==> config.mk <==
export PLATFORM = sky130hd
export DESIGN_NAME = rng_ctl_top
export DESIGN_NICKNAME = d
export VERILOG_FILES = /design/src/rtl/rng_ctl_pkg.sv /design/src/rtl/rng_ctl_fifo.sv /design/src/rtl/rng_ctl_gen.sv /design/src/rtl/rng_ctl_seq.sv /design/src/rtl/rng_ctl_top.sv
export SDC_FILE = /design/constraint.sdc
export NUM_CORES = 1
export LEC_CHECK = 0
export BUFFER_PORTS_ARGS = -buffer_cell sky130_fd_sc_hd__buf_2
export CAP_MARGIN = 25
export CORE_ASPECT_RATIO = 0.6
export CORE_MARGIN = 2
export CORE_UTILIZATION = 30
export CTS_BUF_LIST = sky130_fd_sc_hd__clkbuf_2 sky130_fd_sc_hd__clkbuf_4 sky130_fd_sc_hd__clkbuf_8
export CTS_CLUSTER_SIZE = 14
export DETAILED_ROUTE_END_ITERATION = 10
export PLACE_DENSITY_LB_ADDON = 0.12
export SLEW_MARGIN = 5
export SYNTH_ARGS = -nofsm -noshare
export SYNTH_HDL_FRONTEND = slang
export SYNTH_HIERARCHICAL = 1
export SYNTH_SLANG_ARGS = --single-unit
==> constraint.sdc <==
create_clock -name clk -period 9.5 [get_ports clk]
set_clock_uncertainty 0.05 [all_clocks]
set_input_delay 0.95 -clock clk [delete_from_list [all_inputs] [get_ports clk]]
set_output_delay 0.95 -clock clk [all_outputs]
set_load 0.05 [all_outputs]
==> src/rtl/rng_ctl_pkg.sv <==
// Package: shared register offsets, bit positions and operation type
// for the random number generator control front end.
package rng_ctl_pkg;
    localparam int OFF_VER  = 'h00;
    localparam int OFF_CMD  = 'h04;
    localparam int OFF_CTRL = 'h08;
    localparam int OFF_STAT = 'h0C;
    localparam int OFF_ERR  = 'h10;
    localparam int OFF_FIFO = 'h14;

    localparam int CMD_TEST    = 0;
    localparam int CMD_SEED    = 1;
    localparam int CMD_CLR_INT = 4;
    localparam int CMD_CLR_ERR = 5;

    localparam int CTL_AUTO   = 4;
    localparam int CTL_MDONE  = 5;
    localparam int CTL_MERR   = 6;

    localparam int ST_TDONE = 4;
    localparam int ST_SDONE = 5;
    localparam int ST_LVL   = 8;
    localparam int ST_ERR   = 16;

    typedef enum logic [1:0] {
        OP_NONE = 2'd0,
        OP_TEST = 2'd1,
        OP_SEED = 2'd2
    } op_t;
endpackage

==> src/rtl/rng_ctl_fifo.sv <==
// Module: output queue of random words.
// Assumes the producer never pushes into a full queue; such a push is
// dropped anyway. A pop of an empty queue is ignored and dout reads 0.
module rng_ctl_fifo #(
    parameter int W     = 32,
    parameter int DEPTH = 16,
    localparam int PTR_W = $clog2(DEPTH),
    localparam int LVL_W = $clog2(DEPTH + 1)
) (
    input  logic             clk,
    input  logic             rst_n,
    input  logic             push,
    input  logic [W-1:0]     din,
    input  logic             pop,
    output logic [W-1:0]     dout,
    output logic [LVL_W-1:0] level
);
    logic [W-1:0]     mem [DEPTH];
    logic [PTR_W-1:0] wr_ptr;
    logic [PTR_W-1:0] rd_ptr;
    logic             do_push;
    logic             do_pop;

    assign do_push = push && (level != LVL_W'(DEPTH));
    assign do_pop  = pop && (level != '0);
    assign dout    = (level == '0) ? '0 : mem[rd_ptr];

    // Storage write on push.
    always_ff @(posedge clk) begin
        if (do_push) mem[wr_ptr] <= din;
    end

    // Pointer and level bookkeeping.
    always_ff @(posedge clk) begin
        if (!rst_n) begin
            wr_ptr <= '0;
            rd_ptr <= '0;
            level  <= '0;
        end else begin
            if (do_push) wr_ptr <= (wr_ptr == PTR_W'(DEPTH - 1)) ? '0 : wr_ptr + 1'b1;
            if (do_pop)  rd_ptr <= (rd_ptr == PTR_W'(DEPTH - 1)) ? '0 : rd_ptr + 1'b1;
            case ({do_push, do_pop})
                2'b10:   level <= level + 1'b1;
                2'b01:   level <= level - 1'b1;
                default: level <= level;
            endcase
        end
    end
endmodule

==> src/rtl/rng_ctl_gen.sv <==
// Module: stand-in generator core. On start it emits one block of
// BEATS words, one per cycle, each the next state of a 32-bit shift
// register with taps 32,22,2,1. Assumes start only while idle.
module rng_ctl_gen #(
    parameter int          BEATS     = 5,
    parameter logic [31:0] LFSR_INIT = 32'h1ACE_B00C,
    localparam int BEAT_W = $clog2(BEATS)
) (
    input  logic        clk,
    input  logic        rst_n,
    input  logic        start,
    output logic        push,
    output logic [31:0] data,
    output logic        emitting,
    output logic        blk_done
);
    logic [31:0]       lfsr;
    logic [BEAT_W-1:0] beat;

    assign data     = {lfsr[30:0], lfsr[31] ^ lfsr[21] ^ lfsr[1] ^ lfsr[0]};
    assign push     = emitting;
    assign blk_done = emitting && (beat == BEAT_W'(BEATS - 1));

    // Beat sequencing and shift register advance.
    always_ff @(posedge clk) begin
        if (!rst_n) begin
            lfsr     <= LFSR_INIT;
            beat     <= '0;
            emitting <= 1'b0;
        end else if (emitting) begin
            lfsr <= data;
            beat <= beat + 1'b1;
            if (blk_done) emitting <= 1'b0;
        end else if (start) begin
            beat     <= '0;
            emitting <= 1'b1;
        end
    end
endmodule

==> src/rtl/rng_ctl_seq.sv <==
// Module: operation sequencer. Runs self test and seed operations of
// fixed latency, holds done and error flags, applies the two clear
// commands, and triggers automatic reseeding from a block counter.
// Assumes command inputs are single-cycle pulses.
module rng_ctl_seq #(
    parameter int OP_LAT        = 8,
    parameter int RESEED_BLOCKS = 1 << 20,
    localparam int LAT_W = $clog2(OP_LAT + 1),
    localparam int CNT_W = $clog2(RESEED_BLOCKS + 1)
) (
    input  logic                clk,
    input  logic                rst_n,
    input  logic                cmd_test,
    input  logic                cmd_seed,
    input  logic                clr_int,
    input  logic                clr_err,
    input  logic                auto_en,
    input  logic                blk_done,
    input  logic [3:0]          inj_code,
    output logic                busy,
    output rng_ctl_pkg::op_t    op_kind,
    output logic                st_done,
    output logic                seed_done,
    output logic [3:0]          err_val,
    output logic                seed_valid
);
    import rng_ctl_pkg::*;

    logic [LAT_W-1:0] lat_cnt;
    logic [CNT_W-1:0] blk_cnt;
    logic             fin;
    logic             auto_go;
    logic             err_pend;
    logic             flag_clr;

    assign busy     = (op_kind != OP_NONE);
    assign fin      = busy && (lat_cnt == '0);
    assign err_pend = (err_val != 4'd0);
    assign auto_go  = auto_en && (blk_cnt >= CNT_W'(RESEED_BLOCKS));
    assign flag_clr = (clr_int && !err_pend) || (clr_err && err_pend);

    // Operation start, latency countdown and completion.
    always_ff @(posedge clk) begin
        if (!rst_n) begin
            op_kind <= OP_NONE;
            lat_cnt <= '0;
        end else if (busy) begin
            if (fin) op_kind <= OP_NONE;
            else     lat_cnt <= lat_cnt - 1'b1;
        end else if (cmd_test) begin
            op_kind <= OP_TEST;
            lat_cnt <= LAT_W'(OP_LAT - 1);
        end else if (cmd_seed || auto_go) begin
            op_kind <= OP_SEED;
            lat_cnt <= LAT_W'(OP_LAT - 1);
        end
    end

    // Done flags: completion wins over a clear in the same cycle.
    always_ff @(posedge clk) begin
        if (!rst_n) begin
            st_done   <= 1'b0;
            seed_done <= 1'b0;
        end else begin
            if (fin && op_kind == OP_TEST) st_done <= 1'b1;
            else if (flag_clr)             st_done <= 1'b0;
            if (fin && op_kind == OP_SEED) seed_done <= 1'b1;
            else if (flag_clr)             seed_done <= 1'b0;
        end
    end

    // Error register and seed validity.
    always_ff @(posedge clk) begin
        if (!rst_n) begin
            err_val    <= 4'd0;
            seed_valid <= 1'b0;
        end else begin
            if (fin && inj_code != 4'd0)  err_val <= inj_code;
            else if (clr_err && err_pend) err_val <= 4'd0;
            if (fin && op_kind == OP_SEED) seed_valid <= (inj_code == 4'd0);
        end
    end

    // Saturating count of completed blocks since the last seed.
    always_ff @(posedge clk) begin
        if (!rst_n) begin
            blk_cnt <= '0;
        end else if (fin && op_kind == OP_SEED) begin
            blk_cnt <= '0;
        end else if (blk_done && blk_cnt < CNT_W'(RESEED_BLOCKS)) begin
            blk_cnt <= blk_cnt + 1'b1;
        end
    end
endmodule

==> src/rtl/rng_ctl_top.sv <==
// Module: register front end of the random number generator. Decodes
// single-cycle bus accesses, holds the control register, builds the
// read mux and interrupt, and gates block generation on queue room.
// Assumes a read pops the queue at the clock edge that ends the access.
module rng_ctl_top #(
    parameter int          ADDR_W        = 5,
    parameter int          DEPTH         = 16,
    parameter int          BEATS         = 5,
    parameter int          OP_LAT        = 8,
    parameter int          RESEED_BLOCKS = 1 << 20,
    parameter logic [3:0]  VER_TYPE      = 4'h2,
    parameter logic [7:0]  VER_MAJ       = 8'h01,
    parameter logic [7:0]  VER_MIN       = 8'h03,
    parameter logic [31:0] LFSR_INIT     = 32'h1ACE_B00C
) (
    input  logic              clk,
    input  logic              rst_n,
    input  logic              bus_en,
    input  logic              bus_we,
    input  logic [ADDR_W-1:0] bus_addr,
    input  logic [31:0]       bus_wdata,
    output logic [31:0]       bus_rdata,
    input  logic [3:0]        inj_err_code,
    output logic              irq
);
    import rng_ctl_pkg::*;

    localparam int LVL_W = $clog2(DEPTH + 1);

    logic             wr_cmd;
    logic             wr_ctrl;
    logic             rd_fifo;
    logic [2:0]       ctrl_q;
    logic             busy;
    op_t              op_kind;
    logic             st_done;
    logic             seed_done;
    logic [3:0]       err_val;
    logic             seed_valid;
    logic             gen_push;
    logic [31:0]      gen_data;
    logic             emitting;
    logic             blk_done;
    logic             blk_start;
    logic [31:0]      fifo_dout;
    logic [LVL_W-1:0] fifo_level;
    logic [31:0]      stat_word;

    assign wr_cmd  = bus_en && bus_we && (bus_addr == ADDR_W'(OFF_CMD));
    assign wr_ctrl = bus_en && bus_we && (bus_addr == ADDR_W'(OFF_CTRL));
    assign rd_fifo = bus_en && !bus_we && (bus_addr == ADDR_W'(OFF_FIFO));

    // Control register: automatic seeding enable and the two masks.
    always_ff @(posedge clk) begin
        if (!rst_n)       ctrl_q <= 3'b000;
        else if (wr_ctrl) ctrl_q <= bus_wdata[CTL_MERR:CTL_AUTO];
    end

    // Start a block only with a valid seed, no operation and room for all beats.
    assign blk_start = seed_valid && !busy && !emitting &&
                       (fifo_level <= LVL_W'(DEPTH - BEATS));

    rng_ctl_seq #(
        .OP_LAT       (OP_LAT),
        .RESEED_BLOCKS(RESEED_BLOCKS)
    ) u_seq (
        .clk       (clk),
        .rst_n     (rst_n),
        .cmd_test  (wr_cmd && bus_wdata[CMD_TEST]),
        .cmd_seed  (wr_cmd && bus_wdata[CMD_SEED]),
        .clr_int   (wr_cmd && bus_wdata[CMD_CLR_INT]),
        .clr_err   (wr_cmd && bus_wdata[CMD_CLR_ERR]),
        .auto_en   (ctrl_q[CTL_AUTO - CTL_AUTO]),
        .blk_done  (blk_done),
        .inj_code  (inj_err_code),
        .busy      (busy),
        .op_kind   (op_kind),
        .st_done   (st_done),
        .seed_done (seed_done),
        .err_val   (err_val),
        .seed_valid(seed_valid)
    );

    rng_ctl_gen #(
        .BEATS    (BEATS),
        .LFSR_INIT(LFSR_INIT)
    ) u_gen (
        .clk     (clk),
        .rst_n   (rst_n),
        .start   (blk_start),
        .push    (gen_push),
        .data    (gen_data),
        .emitting(emitting),
        .blk_done(blk_done)
    );

    rng_ctl_fifo #(
        .W    (32),
        .DEPTH(DEPTH)
    ) u_fifo (
        .clk  (clk),
        .rst_n(rst_n),
        .push (gen_push),
        .din  (gen_data),
        .pop  (rd_fifo),
        .dout (fifo_dout),
        .level(fifo_level)
    );

    // Status word assembly.
    always_comb begin
        stat_word = '0;
        stat_word[ST_TDONE] = st_done;
        stat_word[ST_SDONE] = seed_done;
        stat_word[ST_LVL +: LVL_W] = fifo_level;
        stat_word[ST_ERR] = (err_val != 4'd0);
    end

    // Read data mux; command register always reads zero.
    always_comb begin
        bus_rdata = '0;
        if (bus_en && !bus_we) begin
            case (bus_addr)
                ADDR_W'(OFF_VER):  bus_rdata = {VER_TYPE, 12'h000, VER_MAJ, VER_MIN};
                ADDR_W'(OFF_CTRL): bus_rdata = {25'd0, ctrl_q, 4'd0};
                ADDR_W'(OFF_STAT): bus_rdata = stat_word;
                ADDR_W'(OFF_ERR):  bus_rdata = {28'd0, err_val};
                ADDR_W'(OFF_FIFO): bus_rdata = fifo_dout;
                default:           bus_rdata = '0;
            endcase
        end
    end

    // Interrupt: done events and pending error, each under its own mask.
    assign irq = ((st_done || seed_done) && !ctrl_q[CTL_MDONE - CTL_AUTO]) ||
                 ((err_val != 4'd0) && !ctrl_q[CTL_MERR - CTL_AUTO]);
endmodule

==> results of run 1 <==
through the flow:
stage / hold WS [ps] / util / setup WS (ps) / power [mW] / cells
detailed placement: 420 / 0.322 / 4250 / 2.91 / 2365
floorplan: 395 / - / 5740 / 2.90 / 1318
CTS: 355 / 0.345 / 4010 / 5.12 / 2538
global placement: 414 / 0.322 / 4300 / 2.91 / 2365
finish: 429 / 0.345 / 4230 / 5.03 / 2540
global route: 379 / 0.345 / 3790 / 5.24 / 2540
cells by family after synthesis:
logic type	after synthesis	share of synthesized area
buffers and inverters	111	0.0250
AOI/OAI and AO/OA	78	0.0210
muxes	203	0.166
adders and majority gates	12	0.00618
and+or+nand+nor	293	0.0674
xor gates and xnor gates	19	0.00742
DFF	602	0.707
synthesized netlist by cell type, drive strengths merged, types with 13 or more instances:
| cell | instances |
|---|---|
| edfxtp | 512 |
| mux4 | 160 |
| dfxtp | 90 |
| nor2b | 65 |
| buf | 60 |
| nor2 | 56 |
| nand2 | 50 |
| mux2i | 42 |
| clkbuf | 38 |
| a21oi | 27 |
| and2 | 27 |
| nand3 | 16 |
| inv | 13 |
| o21ai | 13 |
routing by layer:
metal,vias to the layer above,share of wire
met1,6592,0.53
met3,77,0.042
met4,0,0.014
met5,-,0
li1,5395,-
met2,245,0.42
final timing paths:
kind,end,slack (ps)
setup reg to reg,u_fifo/level[4],6170
hold reg to reg,u_seq/blk_cnt[19],430
hold / removal,ctrl_q[2],430
setup / recovery,bus_rdata[4],4230
power groups by stage:
stage / sequential (mW) / combinational (mW) / clock, mW
after floorplan: 2.88 / 0.0149 / 0
after global placement: 2.88 / 0.0266 / 0
after detailed placement: 2.88 / 0.0267 / 0
after CTS: 2.82 / 0.0269 / 2.27
after global routing: 2.82 / 0.0287 / 2.39
final: 2.82 / 0.0266 / 2.18
state kept, by name, summed over array words and instances (netlist names), named ones only:
register / cells
u_fifo/mem: 512
u_gen/lfsr: 32
u_seq/blk_cnt: 21
u_fifo/level: 5
u_fifo/rd_ptr: 4
u_fifo/wr_ptr: 4
u_seq/err_val: 4
u_seq/lat_cnt: 4
ctrl_q: 3
u_gen/beat: 3
u_seq/op_kind: 2
u_gen/emitting: 1
u_seq/seed_done: 1
u_seq/seed_valid: 1
u_seq/st_done: 1
placed cells by master (no fill, tap or decap), types with 10 or more instances in the layout:
| cell | synthesis | routed |
|---|---|---|
| clkbuf_4 | 0 | 36 |
| inv_1 | 13 | 13 |
| a21oi_1 | 27 | 27 |
| ha_1 | 12 | 12 |
| buf_2 | 13 | 50 |
| clkinv_1 | 0 | 23 |
| clkbuf_8 | 0 | 99 |
| nand2_1 | 49 | 49 |
| mux4_2 | 160 | 160 |
| mux2i_1 | 42 | 42 |
| xor2_1 | 11 | 11 |
| nand3_1 | 16 | 16 |
| nor2b_1 | 65 | 64 |
| nand4_1 | 10 | 10 |
| dfxtp_1 | 90 | 85 |
| o21ai_0 | 13 | 12 |
| edfxtp_1 | 512 | 512 |
| nor2_1 | 56 | 44 |
| and2_1 | 27 | 27 |
| buf_4 | 40 | 29 |
| nor2_4 | 0 | 12 |
cell type report:
class                      count  area (um2)
antenna                        1        2.50
clock buffer                 135        1630
clock inverter                38         215
fill                        7582       52300
inverter                      13        48.8
multi-input combinational    605        6630
sequential                   602       17200
tap                         1066        1330
timing repair buffer          80         488
tightest hold or removal path, cell delays in order:
cell     delay, ps
buf_2          100
nand2_1         50
mux2i_1         60
==> results.json, run 1 <==
{
  "outcome": "finished, final reports clean",
  "drv_cap": 0,
  "cts_resized": 0,
  "setup-violations-final": 0,
  "powerDensity_nw_per_um2": 183,
  "yosysUniqueCellTypes": 62,
  "core_area_um2": 79900,
  "grt-ovfl-total": 0,
  "vias_per_cell": 4.85,
  "post-route-min-period_ps": 5270,
  "synthFlopType": "edfxtp_1",
  "busiest_layer": "met1",
  "wl_per_cell_um": 24.1,
  "syn_area_per_cell_um2": 18.4,
  "cts_buffer_depth": 3,
  "fmax_mhz": 190,
  "rsz0062_at_grt": "no",
  "crit_type": "reg2out",
  "synth_warnings": 6,
  "crit_chain": "buf_12 > mux4_2 > mux4_2 > nor2b_1 > and3b_1 > o21ai_0 > a21oi_1 > buf_2",
  "hold_depth": 3,
  "tns_ps": 0,
  "reg2reg_depth": 11,
  "grt.total_usage": 0.149,
  "grt_pass1_wl_mm": 88.9,
  "vias": 12309,
  "end_kind": "output pin",
  "grt_pass1_vias": 12436,
  "final_cell_area_um2": 27500,
  "drive_gt1_frac": 0.289,
  "firstDrtPassIters": 5,
  "met3_usage": 0.0300,
  "clk_pin_slew_worst_paths_ps": 70,
  "grt_max_degree": 99,
  "syn_inst": 1318,
  "finalMaxSlewViolations": 0,
  "cts_sinks": 602,
  "worst-path-buf-inv": 2,
  "nets": 1453,
  "relSlewSlack": 0.345,
  "cp_common_cell": "mux4_2",
  "clk_latency_ps": 740,
  "clockRootBuffer": "clkbuf_8",
  "routed_wl_mm": 61.3,
  "worst_path_largest_cell_delay_ps": 800,
  "dpl.hpwl_mm": 32.9,
  "crit_arrival_ps": 4270,
  "syn-num-nets": 1375,
  "die_x_um": 371,
  "p_seq_frac": 0.561,
  "cp_top_family": "multiplexers",
  "crit_fanout": 98,
  "combPwrFrac": 0.005,
  "synthArstFlopShare": 0,
  "intPower_mw": 3.97,
  "synth_area_leaders": "edfxtp_1 (63%), mux4_2 (15%), dfxtp_1 (7.4%)",
  "initial_core_util": 0.304,
  "hold_viol_final": 0,
  "timing.rr.start": "u_fifo/level[0]",
  "met1_usage": 0.235,
  "synth_area_um2": 24300,
  "synth_edf_count": 512,
  "antenna_left": 0,
  "io-pin-count": 78,
  "tightest_slew_ps": 982,
  "synth_seq_cells": 602,
  "leakage_nw": 9.17,
  "yosysSeqAreaShare": 0.707,
  "die-height_um": 224,
  "hold_path.startpoint": "bus_wdata[6]",
  "switching_share": 0.211,
  "row_count": 80,
  "critPathLaunchType": "flip-flop",
  "switching_power_mw": 1.06,
  "critical_path_required_ps": 8500,
  "gp_congestion": 0.740,
  "hold_class": "in2reg",
  "cts_setup_buffers": 0,
  "portBuffers": 50,
  "use_met2": 0.205,
  "drt_first_iter_violations": 958,
  "placed_area_um2": 25700,
  "cp.depth": 8,
  "dieArea_um2": 83400,
  "cts_tree": "yes",
  "synth_top_area_frac": 0.633,
  "htree_num_levels": 3,
  "synth_area_leader_cell": "edfxtp_1",
  "area_delta_synth_final_pct": 13.4,
  "antenna_found_initial": 2,
  "cp_slowest_cell": "dfxtp_4",
  "drc": 0,
  "pwr-share-clk": 0.434,
  "ir_drop_uv": 101,
  "post-route-period-util": 0.555,
  "cts_buffers": 94,
  "holdBufCountCts": 0
}
Power figures use the tool's default switching activity.
==> inputs of run 2 (changes only) <==
Clock period 9.5 ns to 4.3 ns, I/O delays scaled along.
==> run 2 against run 1 <==
Non-clock buffer count grew 33. Die area is the same. Highest routed layer unchanged. Utilization grew 0.62 points. Largest power group unchanged. Cell count grew 1.6%. Power grew 130%. Sequential power grew 120%. Global-route usage grew 0.25 points. Critical endpoint is now bus_rdata[11].
==> results.json, run 2 (synthesized netlist as in run 1, its figures left out) <==
{
  "crit_arrival_ps": 3580,
  "hold_viol_final": 0,
  "outcome": "finished, final reports clean",
  "r2r-end": "u_fifo/level[4]",
  "die-height_um": 224,
  "grt.total_usage": 0.151,
  "ir_drop_uv": 210,
  "drt_first_iter_violations": 1138,
  "core_area_um2": 79900,
  "hold-worst-slack_ps": 87.6,
  "setup-violations-final": 0,
  "powerDensity_nw_per_um2": 408,
  "fmax_mhz": 246,
  "vias_per_cell": 4.85,
  "end_kind": "output pin",
  "clk_pin_slew_worst_paths_ps": 70,
  "area_delta_synth_final_pct": 15.4,
  "grt_pass1_vias": 12710,
  "final_core_utilization": 0.351,
  "antenna_found_initial": 3,
  "drv_cap": 0,
  "drc": 0,
  "grt-ovfl-total": 0,
  "leakage_nw": 9.44,
  "grt_max_degree": 46,
  "hold_end": "ctrl_q[2]",
  "layout_commonest_cell": "edfxtp_1",
  "critical_path_required_ps": 3820,
  "hold_path.startpoint": "bus_en",
  "hold_depth": 3,
  "r2r_slack_ps": 1070,
  "largest_register_ffs": 512,
  "critPathLaunchType": "flip-flop",
  "initial_core_util": 0.304,
  "firstDrtPassIters": 5,
  "dieArea_um2": 83400,
  "routed_wl_mm": 62.4,
  "post-route-period-util": 0.944,
  "die_x_um": 371,
  "place_ws_ps": 919,
  "dpl.hpwl_mm": 36.1,
  "regMostFlops": "u_fifo/mem",
  "worst_slack_ps": 243,
  "cts_buffers": 95,
  "reg2reg_depth": 11,
  "tns_ps": 0,
  "rsz0062_at_grt": "no",
  "relSlewSlack": 0.316,
  "cts_buffer_depth": 3,
  "io-pin-count": 78,
  "tightest_slew_ps": 1020,
  "finalMaxSlewViolations": 0,
  "cts_sinks": 602,
  "htree_num_levels": 3,
  "antenna_left": 0,
  "final_cell_mix": "edfxtp_1 (512), mux4_2 (160), clkbuf_8 (105)",
  "hold_class": "in2reg",
  "post-route-min-period_ps": 4060,
  "power_mw": 11.4,
  "clockRootBuffer": "clkbuf_8",
  "crit_type": "reg2out",
  "portBuffers": 50,
  "crit_fanout": 19,
  "largest_registers": "u_fifo/mem x512, u_gen/lfsr x32, u_seq/blk_cnt x21",
  "cts_tree": "yes",
  "nets": 1487,
  "wl_per_cell_um": 24.2,
  "grt_pass1_wl_mm": 90.0,
  "timing.rr.start": "u_fifo/level[3]",
  "clk_latency_ps": 730,
  "vias": 12513,
  "gp_congestion": 0.744,
  "drive_gt1_frac": 0.310,
  "row_count": 80
}
==> run 2: power by group <==
| group | internal (mW) | total, mW | switching, mW | leakage [nW] |
|---|---|---|---|---|
| clock network | 2.77 | 5.14 | 2.37 | 1.06 |
| registers | 6.24 | 6.24 | 0.000819 | 5.97 |
| logic | 0.0232 | 0.0645 | 0.0413 | 2.40 |
==> run 2: worst max-delay path by stage <==
stage	slack [ps]	start	cells past startpoint	endpoint
2_1_floorplan	550	u_fifo/level[1]	5	u_fifo/mem[3][0]
3_3_place_gp	930	bus_addr[2]	12	u_fifo/level[4]
3_5_place_dp	920	flip-flop	7	bus_rdata[9]
4_1_cts	90	flip-flop	7	bus_rdata[9]
5_1_grt	6	flip-flop	7	bus_rdata[11]
6_report	240	flip-flop	7	bus_rdata[11]
==> run 2: layout make-up <==
cell class / instances / area, um2
flip-flops and latches: 602 / 17200
diodes: 2 / 5.00
multi-input cells: 605 / 6630
repair buffers: 113 / 820
well taps: 1066 / 1330
fillers: 7517 / 51800
inverters: 13 / 48.8
clock buffers: 142 / 1720
clock inverters: 38 / 285
==> run 2: critical path, stage by stage, from the launching register on <==
cell,delay (ps)
dfxtp_4,640
buf_4,410
mux4_2,560
mux4_2,540
nor2b_1,180
a22oi_1,200
nor2_1,70
buf_2,210
==> run 2: timing repair <==
action	CTS	global route
setup buffers	0	0
hold endpoints to repair	7	0
endpoints found under the setup margin	0	1
gates resized for setup	0	1
hold buffers	7	0
==> run 2: metal layers <==
layer / share of wire / global-route usage / wire [um] / vias up
met5: 0 / 0 / 0 / -
met4: 0.017 / 0.0418 / 1090 / 0
met3: 0.044 / 0.0308 / 2720 / 99
met2: 0.42 / 0.209 / 26100 / 285
met1: 0.52 / 0.238 / 32500 / 6656
li1: - / - / - / 5473
==> run 2: per-stage QoR <==
step / cells / area (um2)
after floorplan: 1318 / 24300
after global placement: 2391 / 25900
after detailed placement: 2392 / 25900
after CTS: 2579 / 28000
after global routing: 2581 / 28000
final: 2581 / 28000
